===== src/rtl/ser_tx_engine.sv =====
module ser_tx_engine #(
  parameter int MID_DIV  = 16,
  parameter int SLOW_DIV = 64
) (
  input  logic       clk,
  input  logic       rst_n,
  input  logic       txc_fall,
  input  logic [1:0] rate_sel,
  input  logic [1:0] wlen_sel,
  input  logic       par_en,
  input  logic       par_even,
  input  logic [1:0] stop_sel,
  input  logic       single_sync,
  input  logic       tx_en,
  input  logic       cts_n,
  input  logic       brk,
  input  logic [7:0] sync1,
  input  logic [7:0] sync2,
  input  logic       wr_stb,
  input  logic [7:0] wr_data,
  output logic       txd,
  output logic       tx_rdy,
  output logic       tx_empty
);

  localparam int CW = $clog2(SLOW_DIV);
  localparam int FW = 12;

  logic          buf_full;
  logic [7:0]    buf_q;
  logic          sh_full, run, sh_fill, sync2_due, half_last;
  logic [FW-1:0] frm;
  logic [3:0]    slots_left;
  logic [CW-1:0] cnt, per_m1, half_m1;

  logic          sync_mode, can_go, take_fill, take_data, nxt_ok;
  logic [7:0]    nxt_byte, dm;
  logic          par_bit, nhalf;
  logic [FW-1:0] nf;
  logic [3:0]    k, nslots;
  logic          slot_end, last_slot, do_load;

  assign sync_mode = (rate_sel == 2'b00);
  assign can_go    = tx_en & ~cts_n & ~brk;
  assign take_fill = sync_mode & can_go & (sync2_due | ~buf_full);
  assign take_data = can_go & buf_full & ~take_fill;
  assign nxt_ok    = take_fill | take_data;
  assign nxt_byte  = take_fill ? (sync2_due ? sync2 : sync1) : buf_q;

  always_comb begin
    case (rate_sel)
      2'b10:   per_m1 = CW'(MID_DIV - 1);
      2'b11:   per_m1 = CW'(SLOW_DIV - 1);
      default: per_m1 = '0;
    endcase
    half_m1 = per_m1 >> 1;
  end

  always_comb begin
    dm      = nxt_byte & (8'hFF >> (2'd3 - wlen_sel));
    par_bit = (^dm) ^ ~par_even;
    nf      = '1;
    k       = 4'd0;
    if (!sync_mode) begin
      nf[0] = 1'b0;
      k     = 4'd1;
    end
    for (int i = 0; i < 8; i++) begin
      if (i < 5 + int'(wlen_sel)) begin
        nf[k] = dm[i];
        k     = k + 4'd1;
      end
    end
    if (par_en) begin
      nf[k] = par_bit;
      k     = k + 4'd1;
    end
    if (!sync_mode) k = k + (stop_sel[1] ? 4'd2 : 4'd1);
    nslots = k;
    nhalf  = !sync_mode && (stop_sel == 2'b10) && (rate_sel != 2'b01);
  end

  assign slot_end  = txc_fall & run & (cnt == '0);
  assign last_slot = (slots_left == 4'd0);
  assign do_load   = nxt_ok & ((slot_end & last_slot) | ~sh_full);

  always_ff @(posedge clk or negedge rst_n) begin
    if (!rst_n) begin
      buf_full   <= 1'b0;
      buf_q      <= '0;
      sh_full    <= 1'b0;
      run        <= 1'b0;
      sh_fill    <= 1'b0;
      sync2_due  <= 1'b0;
      half_last  <= 1'b0;
      frm        <= '1;
      slots_left <= '0;
      cnt        <= '0;
    end else begin
      if (wr_stb && !buf_full) begin
        buf_full <= 1'b1;
        buf_q    <= wr_data;
      end
      if (do_load) begin
        frm        <= nf;
        slots_left <= nslots - 4'd1;
        half_last  <= nhalf;
        sh_full    <= 1'b1;
        sh_fill    <= take_fill;
        cnt        <= per_m1;
        if (take_data) buf_full <= 1'b0;
        if (take_fill) sync2_due <= ~sync2_due & ~single_sync;
      end else if (slot_end && last_slot) begin
        run     <= 1'b0;
        sh_full <= 1'b0;
        sh_fill <= 1'b0;
      end else if (slot_end) begin
        frm        <= {1'b1, frm[FW-1:1]};
        slots_left <= slots_left - 4'd1;
        cnt        <= (slots_left == 4'd1 && half_last) ? half_m1 : per_m1;
      end else if (txc_fall && run) begin
        cnt <= cnt - 1'b1;
      end else if (txc_fall && sh_full) begin
        run <= 1'b1;
        cnt <= per_m1;
      end
    end
  end

  assign txd      = run ? frm[0] : ~brk;
  assign tx_rdy   = ~buf_full;
  assign tx_empty = ~buf_full & ~(sh_full & ~sh_fill);


  wr_accept_chk: assert property (@(posedge clk) disable iff (!rst_n)
    (wr_stb && tx_rdy) |=> !tx_rdy);


  empty_ready_chk: assert property (@(posedge clk) disable iff (!rst_n)
    tx_empty |-> tx_rdy);


  empty_fall_chk: assert property (@(posedge clk) disable iff (!rst_n)
    $fell(tx_empty) |-> $past(wr_stb));


  txd_hold_chk: assert property (@(posedge clk) disable iff (!rst_n)
    (!$past(txc_fall) && $stable(brk)) |-> $stable(txd));

endmodule


===== config.mk =====
export PLATFORM = sky130hd
export DESIGN_NAME = ser_tx_engine
export DESIGN_NICKNAME = d
export VERILOG_FILES = /design/src/rtl/ser_tx_engine.sv
export SDC_FILE = /design/constraint.sdc
export NUM_CORES = 1
export LEC_CHECK = 0
export BUFFER_PORTS_ARGS = -buffer_cell sky130_fd_sc_hd__buf_2
export CAP_MARGIN = 25
export CORE_MARGIN = 1
export CORE_UTILIZATION = 64
export CTS_CLUSTER_DIAMETER = 60
export DETAILED_ROUTE_END_ITERATION = 16
export PLACE_DENSITY = 0.95
export SLEW_MARGIN = 20
export SYNTH_ARGS = -nofsm -noshare
export SYNTH_HDL_FRONTEND = slang
export SYNTH_SLANG_ARGS = --single-unit

===== constraint.sdc =====
create_clock -name clk -period 5.2 [get_ports clk]
set_clock_uncertainty 0.1 [all_clocks]
set_input_delay 1.04 -clock clk [delete_from_list [all_inputs] [get_ports clk]]
set_output_delay 1.04 -clock clk [all_outputs]
set_load 0.1 [all_outputs]

# After elaboration in Yosys (flattened, before gate mapping)
# Cells that the tools add are included.
# totals
reg_bits,36
latchBits,0
ram_bits,0
rom_bits,0
in_bits,40
output_inout_bits,3
elab_cells,194
n_memories,0
# op_classes
n_addsub,15
mul,0
div,0
n_lt_le_gt_ge,26
eq_ne,8
n_shift,1
muxes,75
bitwise_logic,29
reduce_logical,30
# op_table
operator,count
12-bit 2-to-1 mux,12
12-bit bitwise mux,9
"4-bit by 32-bit less-than comparator with 1-bit output, first input constant",3
"3-bit by 32-bit less-than comparator with 1-bit output, first input constant",2
4-bit 2-to-1 mux,13
"4-bit by 5-bit less-than comparator with 1-bit output, second input constant",9
"4-bit by 1-bit adder with 4-bit output, second input constant",9
1-bit demux with 4-bit select,9
"4-bit by 1-bit >= comparator with 1-bit output, second input constant",9
6-bit 2-to-1 mux,6
"1-bit by 32-bit less-than comparator with 1-bit output, first input constant",1
"2-bit by 32-bit less-than comparator with 1-bit output, first input constant",1
1-bit 2-to-1 mux,22
1-bit logical AND,16
8-bit 2-to-1 mux,2
1-bit bitwise AND,13
6-bit one-hot mux with 2 select lines,1
1-bit inverter,11
8-bit bitwise AND,1
8-bit parity,1
"8-bit by 2-bit >> shifter with 8-bit output, first input constant",1
"4-bit by 1-bit subtractor with 4-bit output, second input constant",2
"2-bit equality test, second input constant",3
6-bit zero test,1
18 further kinds,27

# Longest topological paths before layout
# logic_depth
ltp_word,26
mapped_depth,24
ltp_nobuf,22

# Worst setup path after synthesis
# No wires, ideal clock.
# synth_timing
kind,in2reg
startpoint,input port rate_sel[0]
endpoint,register slots_left[3]
setup_time_ns,0.135
arrival_ns,5.631
required_ns,4.965
setup_slack_ns,-0.665
cell_stages,24
path_buffers,2
path_cell_list,nor2_2 -> inv_2 -> ha_1 -> clkbuf_1 -> clkbuf_1 -> xor2_1 -> inv_1 -> ha_1 -> o21a_1 -> ha_1 -> nor2b_1 -> o31ai_1 -> inv_1 -> ha_1 -> nand2_1 -> o21ai_0 -> fa_1 -> o21ai_0 -> o21a_1 -> o31a_1 -> and4b_1 -> xor2_1 -> xnor2_1 -> o22ai_1
# synth_between
elab_chain_len,24
elab_cells_between_ends,33
classes_between,add/sub (11); eq/ne (1); mux (12); bitwise (6); reduce/logical (3)
# synth_rtl
element,line,rtl
start: declaration,8,"input logic [1:0] rate_sel,"
2-bit zero test (*),43,assign sync_mode = (rate_sel == 2'b00);
1-bit 2-to-1 mux,64,if (!sync_mode) begin
4-bit by 1-bit adder with 4-bit output,71,k = k + 4'd1;
4-bit 2-to-1 mux,69,if (i < 5 + int'(wlen_sel)) begin
4-bit by 1-bit adder with 4-bit output,71,
4-bit 2-to-1 mux,69,
4-bit by 1-bit adder with 4-bit output,71,
4-bit 2-to-1 mux,69,
[... 8 more ...],n/a,
4-bit by 1-bit adder with 4-bit output,71,
4-bit 2-to-1 mux,69,
4-bit by 1-bit adder with 4-bit output,76,k = k + 4'd1;
4-bit 2-to-1 mux,74,if (par_en) begin
4-bit by 2-bit adder with 4-bit output,78,if (!sync_mode) k = k + (stop_sel[1] ? 4'd2 : 4'd1);
4-bit 2-to-1 mux,78,
4-bit by 1-bit subtractor with 4-bit output,106,slots_left <= nslots - 4'd1;
4-bit 2-to-1 mux,104,if (do_load) begin
end signal: assignment,106,
end signal: assignment,119,slots_left <= slots_left - 4'd1;
end: declaration,33,logic [3:0] slots_left;
# Mark *: on every way between the ends. The rest lies on a longest branch, timed or not.
# A chain may end at the register's enable or synchronous reset.

# Worst setup path after layout
# layout_timing
startpoint,input port rate_sel[1]
endpoint,register slots_left[3]
# Same word-level chain as after synthesis.

==> flow_summary_export.csv <==
group,metric,value,unit
power_and_ir_drop,internal-power,969,uW
critical_path,cp_max_fo,3,
die,boundaryPins,43,
critical_path,arrival,5.09,ns
logic_synthesis,synth-edff-count,0,
power_and_ir_drop,p_clk_frac,0.147,
global_routing,grt_start_max_net_pins,37,
die,initial_core_util,0.663,
power_and_ir_drop,comb_power_share,0.558,
global_routing,antenna_found_initial,0,
cts,h-tree-depth,2,
hold_path,hp-class,"reg -> reg",
cells_and_area,nets,543,
global_routing,grt_pass1_vias,3752,
routing,drcViolationCount,0,
timing,slew_headroom,0.440,
cells_and_area,insertedDiodeCount,0,
timing,min_period,5.00,ns
logic_synthesis,syn_area_per_cell,8.19,um2
cts,numCtsBuffers,5,
critical_path,crit_path_start_kind,"input pin",
cts,cts_tree,"yes",
power_and_ir_drop,leakage,0.00172,uW
logic_synthesis,syn_area,0.00363,mm2
routing,via_per_inst,6.79,
logic_synthesis,syn_nets,502,
power_and_ir_drop,seqPwrFrac,0.295,
critical_path,worstSetupStartpoint,"rate_sel[1]",
outcome,outcome,"finished, final reports clean",
global_routing,grt_pass1_wl,17.0,mm
routing,wl_per_cell,18.5,um
routing,vias,3783,
timing,setup-violations-final,0,
place,dp.cells,547,
cells_and_area,final_core_util,0.752,
logic_synthesis,dominantRegCellSynth,"dfrtp_1",
logic_synthesis,ys_ff_latch,36,
timing,finalMaxSlewViolations,0,
logic_synthesis,synth_cell_types,75,
critical_path,reg2reg_from,"sync2_due$_DFFE_PN0P_",
die,coreArea,0.00547,mm2
timing,hold_violations,0,
cts,cts_root_buf,"clkbuf_8",
critical_path,required,5.30,ns
job,max_cap_viol_count,0,
die,num_rows,27,
die,die_height,77.3,um
critical_path,worstSetupPathType,"in -> reg",
global_routing,grt_usage,0.356,
cells_and_area,stdcell_count,557,
timing,fmax,200,MHz
cts,clk_pin_slew_worst_paths,0.08,ns
power_and_ir_drop,power.switching,748,uW
critical_path,r2r_setup_slack,1.96,ns
logic_synthesis,ys_seq_area_frac,0.253,
power_and_ir_drop,irDropWorstVdd,0.000278,V
global_routing,overflow,0,
logic_synthesis,syn_inst,443,
cells_and_area,nFillCells,432,
logic_synthesis,synthArstFlopShare,1.00,
cells_and_area,area_growth,13.6,%
power_and_ir_drop,netSwitchingFraction,0.436,
cells_and_area,drive_gt1_frac,0.245,
critical_path,crit_path_end_kind,"register",
routing,wl,10.3,mm
timing,worst_pin_slew,0.840,ns
logic_synthesis,yosysWarningCount,0,
die,die_w,77.3,um
cts,clock_path_buffers,2,
place,routabilityCongestion,0.947,
die,dieArea,0.00597,mm2
routing,drt_iter0_drc,397,
cts,cts_sinks,36,
cts,cts_hold_buffers,0,
place,numPortBuffers,42,
routing,first_pass_iters,5,
timing,fin_crit_sh,0.961,
cts,clkLatencyLatePin,0.29,ns
power_and_ir_drop,power_density,417,mW/mm2
place,dp_hpwl,7.55,mm
hold_path,hold_start,"half_last$_DFFE_PN0P_",
routing,ant_nets,0,
-- cells in the final DEF, fill, tap and decap left out, types with 4 or more instances in the layout --
cell      instances
o21ai_0          23
o211ai_1          5
a21boi_0          4
nand2b_1          8
o21bai_1          4
nor4_1            9
nor2_1           36
buf_4            16
o22a_1            4
xnor2_1          12
a31oi_1          11
a21oi_1          26
nor3b_1           6
inv_1            18
clkbuf_8          5
nand4_1           6
a41oi_1           6
o21a_1            7
mux2_2           13
ha_1             15
nand2_1          38
nor2b_1           7
buf_2            42
dfrtp_1          24
mux2i_1          16
o22ai_1           7
nand3_1          13
o31ai_1           4
dfstp_2          12
nor3_1            6
xor2_1            7
-- stage by stage --
stage	setup TNS (ns)	total power [uW]	cell area (um2)	worst slack (ns)	hold slack [ns]
6_report	0	1720	4120	0.202	0.386
5_1_grt	-0.00656	1820	4120	-0.00656	0.427
4_1_cts	0	1680	4070	0.0767	0.398
3_5_place_dp	-0.519	1420	3960	-0.220	0.381
3_3_place_gp	0	1380	3960	0.0424	0.357
2_1_floorplan	0	1200	3670	0.174	0.340
-- layer usage --
metal | global-route usage | wire [um] | up-vias
li1 | - | - | 1727
met1 | 0.433 | 4040 | 1765
met2 | 0.608 | 4980 | 248
met3 | 0.0643 | 960 | 43
met4 | 0.158 | 320 | 0
met5 | 0 | 0 | -
-- layout make-up --
cell class | count | area, um2 | area share
clock buffers | 5 | 68.8 | 0.0167
clock inverters | 3 | 42.5 | 0.0103
inverters | 20 | 77.6 | 0.0188
multi-input cells | 363 | 2590 | 0.630
flip-flops and latches | 36 | 916 | 0.222
well taps | 72 | 90.1 | 0.0219
repair buffers | 58 | 330 | 0.0802
-- registers in the layout, summed over array words and instances (netlist names) --
register,flops
sh_full,1
cnt,6
slots_left,4
half_last,1
buf_q,8
sh_fill,1
sync2_due,1
run,1
frm,12
buf_full,1
-- cell usage after synthesis, types with 4 or more instances --
cell type | count | share of area
a21boi_0 | 4 | 0.0083
a21oi_1 | 26 | 0.036
a31oi_1 | 11 | 0.019
a41oi_1 | 6 | 0.014
clkbuf_1 | 19 | 0.020
dfrtp_1 | 24 | 0.17
dfstp_2 | 12 | 0.087
ha_1 | 18 | 0.062
inv_1 | 19 | 0.020
mux2_2 | 13 | 0.040
mux2i_1 | 16 | 0.044
nand2_1 | 39 | 0.040
nand2b_1 | 8 | 0.014
nand3_1 | 13 | 0.018
nand4_1 | 6 | 0.010
nor2_1 | 36 | 0.037
nor2b_1 | 7 | 0.012
nor3_1 | 6 | 0.0083
nor3b_1 | 6 | 0.012
nor4_1 | 9 | 0.016
o211ai_1 | 5 | 0.010
o21a_1 | 8 | 0.017
o21ai_0 | 25 | 0.035
o21bai_1 | 4 | 0.0083
o22a_1 | 4 | 0.0097
o22ai_1 | 7 | 0.012
o31ai_1 | 5 | 0.010
xnor2_1 | 12 | 0.029
xor2_1 | 8 | 0.019
-- critical path, stage by stage --
cell and delay [ns]:
buf_2 0.15, nor2_4 0.12, inv_4 0.05, ha_4 0.28
xor2_2 0.17, inv_2 0.07, ha_4 0.24, o21a_2 0.24
ha_4 0.27, nor2b_1 0.05, o31ai_2 0.29, inv_1 0.10
ha_1 0.29, nand2_2 0.09, o21ai_2 0.08, fa_1 0.41
o21ai_0 0.10, xnor2_1 0.13, a21oi_1 0.24, and4b_1 0.24
xor2_1 0.15, xnor2_1 0.14, o22ai_1 0.18
-- path summary, 6_finish.rpt --
kind,endpoint,cells after the start
worst max register to register,frm[8]$_DFFE_PN1P_,7
min in group asynchronous,buf_q[0]$_DFFE_PN0P_,1
worst max-delay path,slots_left[3]$_DFFE_PN0P_,23
max in group asynchronous,slots_left[3]$_DFFE_PN0P_,1
worst min-delay path,half_last$_DFFE_PN0P_,2
worst min register to register,half_last$_DFFE_PN0P_,2
-- logic make-up after synthesis --
| family | synth area share |
|---|---|
| flops | 0.253 |
| buf+inv | 0.0497 |
| other cells | 0.00103 |
| xor+xnor | 0.0549 |
| compound gates | 0.253 |
| mux | 0.0945 |
| fa+ha+maj | 0.0676 |
| simple gates | 0.227 |
-- power by group through the flow --
stage / sequential (uW) / combinational [uW] / clock (uW)
CTS: 503 / 926 / 253
detailed placement: 508 / 913 / 0
global placement: 502 / 879 / 0
finish: 507 / 958 / 252
global route: 520 / 1040 / 263
floorplan: 480 / 724 / 0
-- what timing repair did --
action | 4_1_cts | 5_1_grt
gates resized for setup | 0 | 6
endpoints found under the setup margin | 0 | 3
buffers inserted | 0 | 2
No activity file was read; power rests on OpenSTA's default activity.
